File: config.mk
export PLATFORM = sky130hd
export DESIGN_NAME = wrev_counters
export DESIGN_NICKNAME = d
export VERILOG_FILES = /design/src/rtl/wrev_pkg.sv /design/src/rtl/wrev_popcnt.sv /design/src/rtl/wrev_classify.sv /design/src/rtl/wrev_accum.sv /design/src/rtl/wrev_counters.sv
export SDC_FILE = /design/constraint.sdc
export NUM_CORES = 1
export LEC_CHECK = 0
export BUFFER_PORTS_ARGS = -buffer_cell sky130_fd_sc_hd__buf_2
export CORE_MARGIN = 10
export CORE_UTILIZATION = 45
export CTS_CLUSTER_SIZE = 24
export DETAILED_ROUTE_END_ITERATION = 16
export GPL_TIMING_DRIVEN = 1
export PLACE_DENSITY_LB_ADDON = 0.05
export SYNTH_ARGS = -nofsm -noshare
export SYNTH_HDL_FRONTEND = slang
export SYNTH_SLANG_ARGS = --single-unit
File: constraint.sdc
create_clock -name clk -period 4.05 [get_ports clk]
set_input_delay 1.215 -clock clk [delete_from_list [all_inputs] [get_ports clk]]
set_output_delay 1.215 -clock clk [all_outputs]
set_load 0.01 [all_outputs]
File: src/rtl/wrev_pkg.sv
package wrev_pkg;

   // Number of strobes feeding each count
   localparam int unsigned L1_SRC_N = 2;
   localparam int unsigned L2_SRC_N = 5;

   localparam int unsigned L1_INC_W = $clog2(L1_SRC_N + 1);
   localparam int unsigned L2_INC_W = $clog2(L2_SRC_N + 1);

   // Classified strobes of one cycle
   typedef struct packed {
      logic st_lookup;
      logic zero_op;
      logic cpu_wr;
      logic d_evict;
      logic i_evict;
      logic stream_wr;
   } wrev_strobe_t;

endpackage

File: src/rtl/wrev_popcnt.sv
module wrev_popcnt #(
   parameter int unsigned N     = 4,
   parameter int unsigned OUT_W = $clog2(N + 1)
) (
   input  logic [N-1:0]     bits,
   output logic [OUT_W-1:0] ones
);

   generate
      if (N < 1) begin : g_bad_n
         $error("wrev_popcnt: N must be at least 1");
      end
      if (OUT_W < $clog2(N + 1)) begin : g_bad_w
         $error("wrev_popcnt: OUT_W too narrow for N");
      end

      if (N == 1) begin : g_single
         assign ones = OUT_W'(bits[0]);
      end else begin : g_multi
         always_comb begin
            ones = '0;
            for (int i = 0; i < int'(N); i++) begin
               ones = ones + OUT_W'(bits[i]);
            end
         end
      end
   endgenerate

endmodule

File: src/rtl/wrev_classify.sv
module wrev_classify
   import wrev_pkg::*;
(
   input  wrev_strobe_t          stb,
   output logic [L1_INC_W-1:0]   l1_inc,
   output logic [L2_INC_W-1:0]   l2_inc
);

   logic [L1_SRC_N-1:0] l1_vec;
   logic [L2_SRC_N-1:0] l2_vec;

   // A zero-by-address operation is a store for both levels
   assign l1_vec = {stb.zero_op, stb.st_lookup};
   assign l2_vec = {stb.zero_op, stb.stream_wr, stb.i_evict, stb.d_evict, stb.cpu_wr};

   wrev_popcnt #(.N(L1_SRC_N), .OUT_W(L1_INC_W)) u_pc_l1 (
      .bits (l1_vec),
      .ones (l1_inc)
   );

   wrev_popcnt #(.N(L2_SRC_N), .OUT_W(L2_INC_W)) u_pc_l2 (
      .bits (l2_vec),
      .ones (l2_inc)
   );

endmodule

File: src/rtl/wrev_accum.sv
module wrev_accum #(
   parameter int unsigned CNT_W = 64,
   parameter int unsigned INC_W = 3
) (
   input  logic             clk,
   input  logic             rst_n,
   input  logic             en,
   input  logic             clr,
   input  logic [INC_W-1:0] inc,
   output logic [CNT_W-1:0] count,
   output logic             wrapped
);

   localparam int unsigned SUM_W = CNT_W + 1;

   generate
      if (INC_W >= CNT_W) begin : g_bad_inc
         $error("wrev_accum: INC_W must be narrower than CNT_W");
      end
   endgenerate

   logic [SUM_W-1:0] sum;

   assign sum = {1'b0, count} + {{(SUM_W - INC_W){1'b0}}, inc};

   always_ff @(posedge clk or negedge rst_n) begin
      if (!rst_n) begin
         count   <= '0;
         wrapped <= 1'b0;
      end else if (clr) begin
         count   <= '0;
         wrapped <= 1'b0;
      end else if (en) begin
         count <= sum[CNT_W-1:0];
         if (sum[CNT_W]) begin
            wrapped <= 1'b1;
         end
      end
   end

endmodule

File: src/rtl/wrev_counters.sv
module wrev_counters
   import wrev_pkg::*;
#(
   parameter int unsigned CNT_W = 64
) (
   input  logic             clk,
   input  logic             rst_n,
   input  logic             cnt_en,
   input  logic             cnt_clr,
   input  logic             l1_st_lookup,
   input  logic             dc_zero_op,
   input  logic             l2_cpu_wr,
   input  logic             l2_wr_hit,
   input  logic             l1d_evict,
   input  logic             l1d_evict_dirty,
   input  logic             l1i_evict,
   input  logic             stream_wr,
   input  logic             ext_snoop,
   output logic [CNT_W-1:0] l1_wr_count,
   output logic [CNT_W-1:0] l2_wr_count,
   output logic             l1_wrap,
   output logic             l2_wrap
);

   generate
      if (CNT_W < 4 || CNT_W > 64) begin : g_bad_cnt
         $error("wrev_counters: CNT_W must lie in 4..64");
      end
   endgenerate

   wrev_strobe_t          stb;
   logic [L1_INC_W-1:0]   l1_inc;
   logic [L2_INC_W-1:0]   l2_inc;

   // Hit/miss, clean/dirty and outside snoops take no part in counting
   assign stb.st_lookup = l1_st_lookup;
   assign stb.zero_op   = dc_zero_op;
   assign stb.cpu_wr    = l2_cpu_wr;
   assign stb.d_evict   = l1d_evict;
   assign stb.i_evict   = l1i_evict;
   assign stb.stream_wr = stream_wr;

   wrev_classify u_cls (
      .stb    (stb),
      .l1_inc (l1_inc),
      .l2_inc (l2_inc)
   );

   wrev_accum #(.CNT_W(CNT_W), .INC_W(L1_INC_W)) u_acc_l1 (
      .clk     (clk),
      .rst_n   (rst_n),
      .en      (cnt_en),
      .clr     (cnt_clr),
      .inc     (l1_inc),
      .count   (l1_wr_count),
      .wrapped (l1_wrap)
   );

   wrev_accum #(.CNT_W(CNT_W), .INC_W(L2_INC_W)) u_acc_l2 (
      .clk     (clk),
      .rst_n   (rst_n),
      .en      (cnt_en),
      .clr     (cnt_clr),
      .inc     (l2_inc),
      .count   (l2_wr_count),
      .wrapped (l2_wrap)
   );

endmodule

==> results.sh <==
export IMPL_synth_top_area_cell="dfrtp_1"
export IMPL_yosysSeqAreaShare=0.466
export IMPL_crit_arrival_ns=4.35
export IMPL_clock_latency_ns=0.42
export IMPL_skew_ns=0.00962
export IMPL_io_buffers=139
export IMPL_drc=0
export IMPL_clock_sinks=130
export IMPL_dpl_cell_area_um2=8000
export IMPL_place_ws_ns=-0.438
export IMPL_synth_avg_cell_area_um2=9.17
export IMPL_multi_input_area_um2=3550
export IMPL_fin_crit_ns=4.01
export IMPL_critical_path_cell_chain="buf_8, fa_1, inv_2, fa_1, inv_1, ha_2, inv_2, fa_2, nand2b_4, a211oi_4, nand4_1, buf_6, or3_4, a21oi_2"
export IMPL_holdPathEnd="u_acc_l1.wrapped$_DFFE_PN0P_"
export IMPL_powerDensity_nw_per_um2=355
export IMPL_clk_pin_slew_ns=0.06
export IMPL_cp_start_kind="primary input"
export IMPL_design_area_um2=8660
export IMPL_max_slew_margin=0.471
export IMPL_placed_cells=1079
export IMPL_numCtsBuffers=17
export IMPL_fillCellCount=1383
export IMPL_seqPwrFrac=0.430
export IMPL_start_util=0.459
export IMPL_grt_use_met3=0.0505
export IMPL_min_path_type="reg -> reg"
export IMPL_hold_worst_slack_ns=0.512
export IMPL_final_hold_violation_count=0
export IMPL_synthArstFlopShare=1.00
export IMPL_syn_nets=783
export IMPL_hold_depth=1
export IMPL_area_growth_pct=24.1
export IMPL_synth_cells=761
export IMPL_drtIter0Drc=451
export IMPL_yosysTopAreaCellShare=0.466
export IMPL_setup_viol=0
export IMPL_die_area_um2=20900
export IMPL_drive_gt1_frac=0.240
export IMPL_grt_pass1_vias=6287
export IMPL_num_vias=6485
export IMPL_grt_start_max_net_pins=72
export IMPL_die_y_um=145
export IMPL_clockPowerShare=0.511
export IMPL_clock_path_buffers=2
export IMPL_path_class="in -> reg"
export IMPL_h_tree_depth=4
export IMPL_syn_area_um2=6980
export IMPL_final_cell_mix="buf_2 (136), dfrtp_1 (130), nor2_1 (90)"
export IMPL_met1_usage=0.270
export IMPL_grt_usage=0.195
export IMPL_slowest_stage="fa_1"
export IMPL_final_common_cell="buf_2"
export IMPL_ff_latch_area_um2=3250
export IMPL_rows=45
export IMPL_timing_rr_start="u_acc_l2.count[0]$_DFFE_PN0P_"
export IMPL_grt_setup_unrepaired="yes"
export IMPL_ys_ff_latch=130
export IMPL_hold_start="u_acc_l1.wrapped$_DFFE_PN0P_"
export IMPL_worst_r2r_endpoint="u_acc_l2.wrapped$_DFFE_PN0P_"
export IMPL_internal_power_mw=2.35
export IMPL_die_width_um=145
export IMPL_finalSetupTns_ns=0
export IMPL_viasPerCell=5.82
export IMPL_grt_pass1_wl_um=32800
export IMPL_grt_busiest_layer="met2"
export IMPL_grt_antenna_before_repair=1
export IMPL_status="finished, final reports clean"
export IMPL_synth_edf_count=0
export IMPL_drt_total_wl_um=20300
export IMPL_synth_area_leaders="dfrtp_1 (47%), xor2_1 (5.5%), nand4_1 (5.5%)"
export IMPL_p_sw_mw=0.717
export IMPL_firstDrtPassIters=5
export IMPL_postLayoutCoreUtil=0.569
export IMPL_gp_congestion=0.849
export IMPL_wl_per_cell_um=18.2
export IMPL_crit_path_end_kind="register"
export IMPL_critPathMaxFanout=7
export IMPL_worst_r2r_path_depth=12
export IMPL_drv_slew=0
export IMPL_total_power_mw=3.07
export IMPL_clock_root_buffer="clkbuf_16"
export IMPL_drtAntennaViolNets=0
export IMPL_final_cells=1114
export IMPL_fmax_mhz=250
export IMPL_comb_power_share=0.059
export IMPL_worst_slack_ns=0.0433
export IMPL_period_share=0.989
export IMPL_swShare=0.234
export IMPL_use_met2=0.294
export IMPL_core_area_um2=15200
export IMPL_ys_flop_type="dfrtp_1"
export IMPL_maxCapViolations=0
export IMPL_p_leak_nw=3.83
export IMPL_ioPinCount=143
export IMPL_worst_endpoint_required_ns=4.39
export IMPL_cts_tree="done"
export IMPL_vdd_drop_max_v=0.000286
export IMPL_tightest_slew_ns=0.793
export IMPL_grt_overflow_total=0
export IMPL_yosys_warnings=0
export IMPL_synth_cell_types=50
export IMPL_nets=934
export IMPL_cp_slowest_stage_delay_ns=0.54
export IMPL_dp_hpwl_um=14600
export IMPL_cts_hold_buf=0
export IMPL_rrSetupSlack_ns=1.02
## cells by family (layout without fill, tap and decap cells)
family	after synthesis	after routing	synth area share
simple gates	372	372	0.291
flops	130	130	0.466
compound gates	118	118	0.0956
xor+xnor	71	71	0.0891
buf+inv	57	221	0.0316
fa+ha+maj	9	9	0.0204
mux	4	4	0.00592
other cells	0	1	0
## state kept, by name (all words and copies together), names as in the netlist
register,count
u_acc_l1.count,64
u_acc_l2.count,64
u_acc_l2.wrapped,1
u_acc_l1.wrapped,1
## power groups by stage
stage	clock (mW)	combinational [mW]	sequential [mW]
finish	1.57	0.181	1.32
global route	1.65	0.203	1.32
CTS	1.59	0.181	1.32
detailed placement	0	0.179	1.34
global placement	0	0.173	1.34
floorplan	0	0.0919	1.35
## final cells by class
type / instances / area share
clock inverters: 14 / 0.0188
inverters: 23 / 0.00997
repair buffers: 166 / 0.107
flip-flops and latches: 130 / 0.376
well taps: 188 / 0.0272
diodes: 1 / 0.000289
clock buffers: 18 / 0.0507
multi-input cells: 574 / 0.410
## worst max-delay path, delay by kind of cell
kind / cells / cell delay (ns)
fa+ha+maj: 4 / 1.47
compound gates: 2 / 0.41
buf+inv: 5 / 0.46
simple gates: 3 / 0.79
## how the worst max path moves through the flow
stage | startpoint | end | slack [ns] | cells after the start
global route | dc_zero_op | u_acc_l2.wrapped$_DFFE_PN0P_ | -0.04 | 14
finish | dc_zero_op | u_acc_l2.wrapped$_DFFE_PN0P_ | 0.04 | 14
floorplan | dc_zero_op | u_acc_l2.count[58]$_DFFE_PN0P_ | -0.02 | 13
global placement | dc_zero_op | u_acc_l2.wrapped$_DFFE_PN0P_ | -0.38 | 14
detailed placement | dc_zero_op | u_acc_l2.wrapped$_DFFE_PN0P_ | -0.44 | 14
CTS | dc_zero_op | u_acc_l2.wrapped$_DFFE_PN0P_ | 0.05 | 14
## Yosys cell counts, drive strengths merged (5+ instances only)
cell    instances
buf             6
ha              5
nor2           90
nor4           24
clkbuf         28
o21ai          37
dfrtp         130
nand3          50
xor2           44
inv            23
and3           22
nor3           12
nand2          39
a21oi          57
or4            18
o31ai          14
or3            38
nand4          62
xnor2          27
## layer usage
metal	vias to the layer above	part of all wire
li1	3072	-
met2	161	0.46
met5	-	0
met1	3235	0.47
met3	17	0.060
met4	0	0.011
## timing repair
| action | CTS | global route |
|---|---|---|
| gates cloned | 0 | 0 |
| hold endpoints to repair | 0 | 0 |
| resized for setup | 1 | 8 |
| buffers inserted | 0 | 2 |
| setup endpoints to repair | 2 | 8 |
| pin swaps | 1 | 2 |
Note: power is estimated with default switching activity, not from simulation.
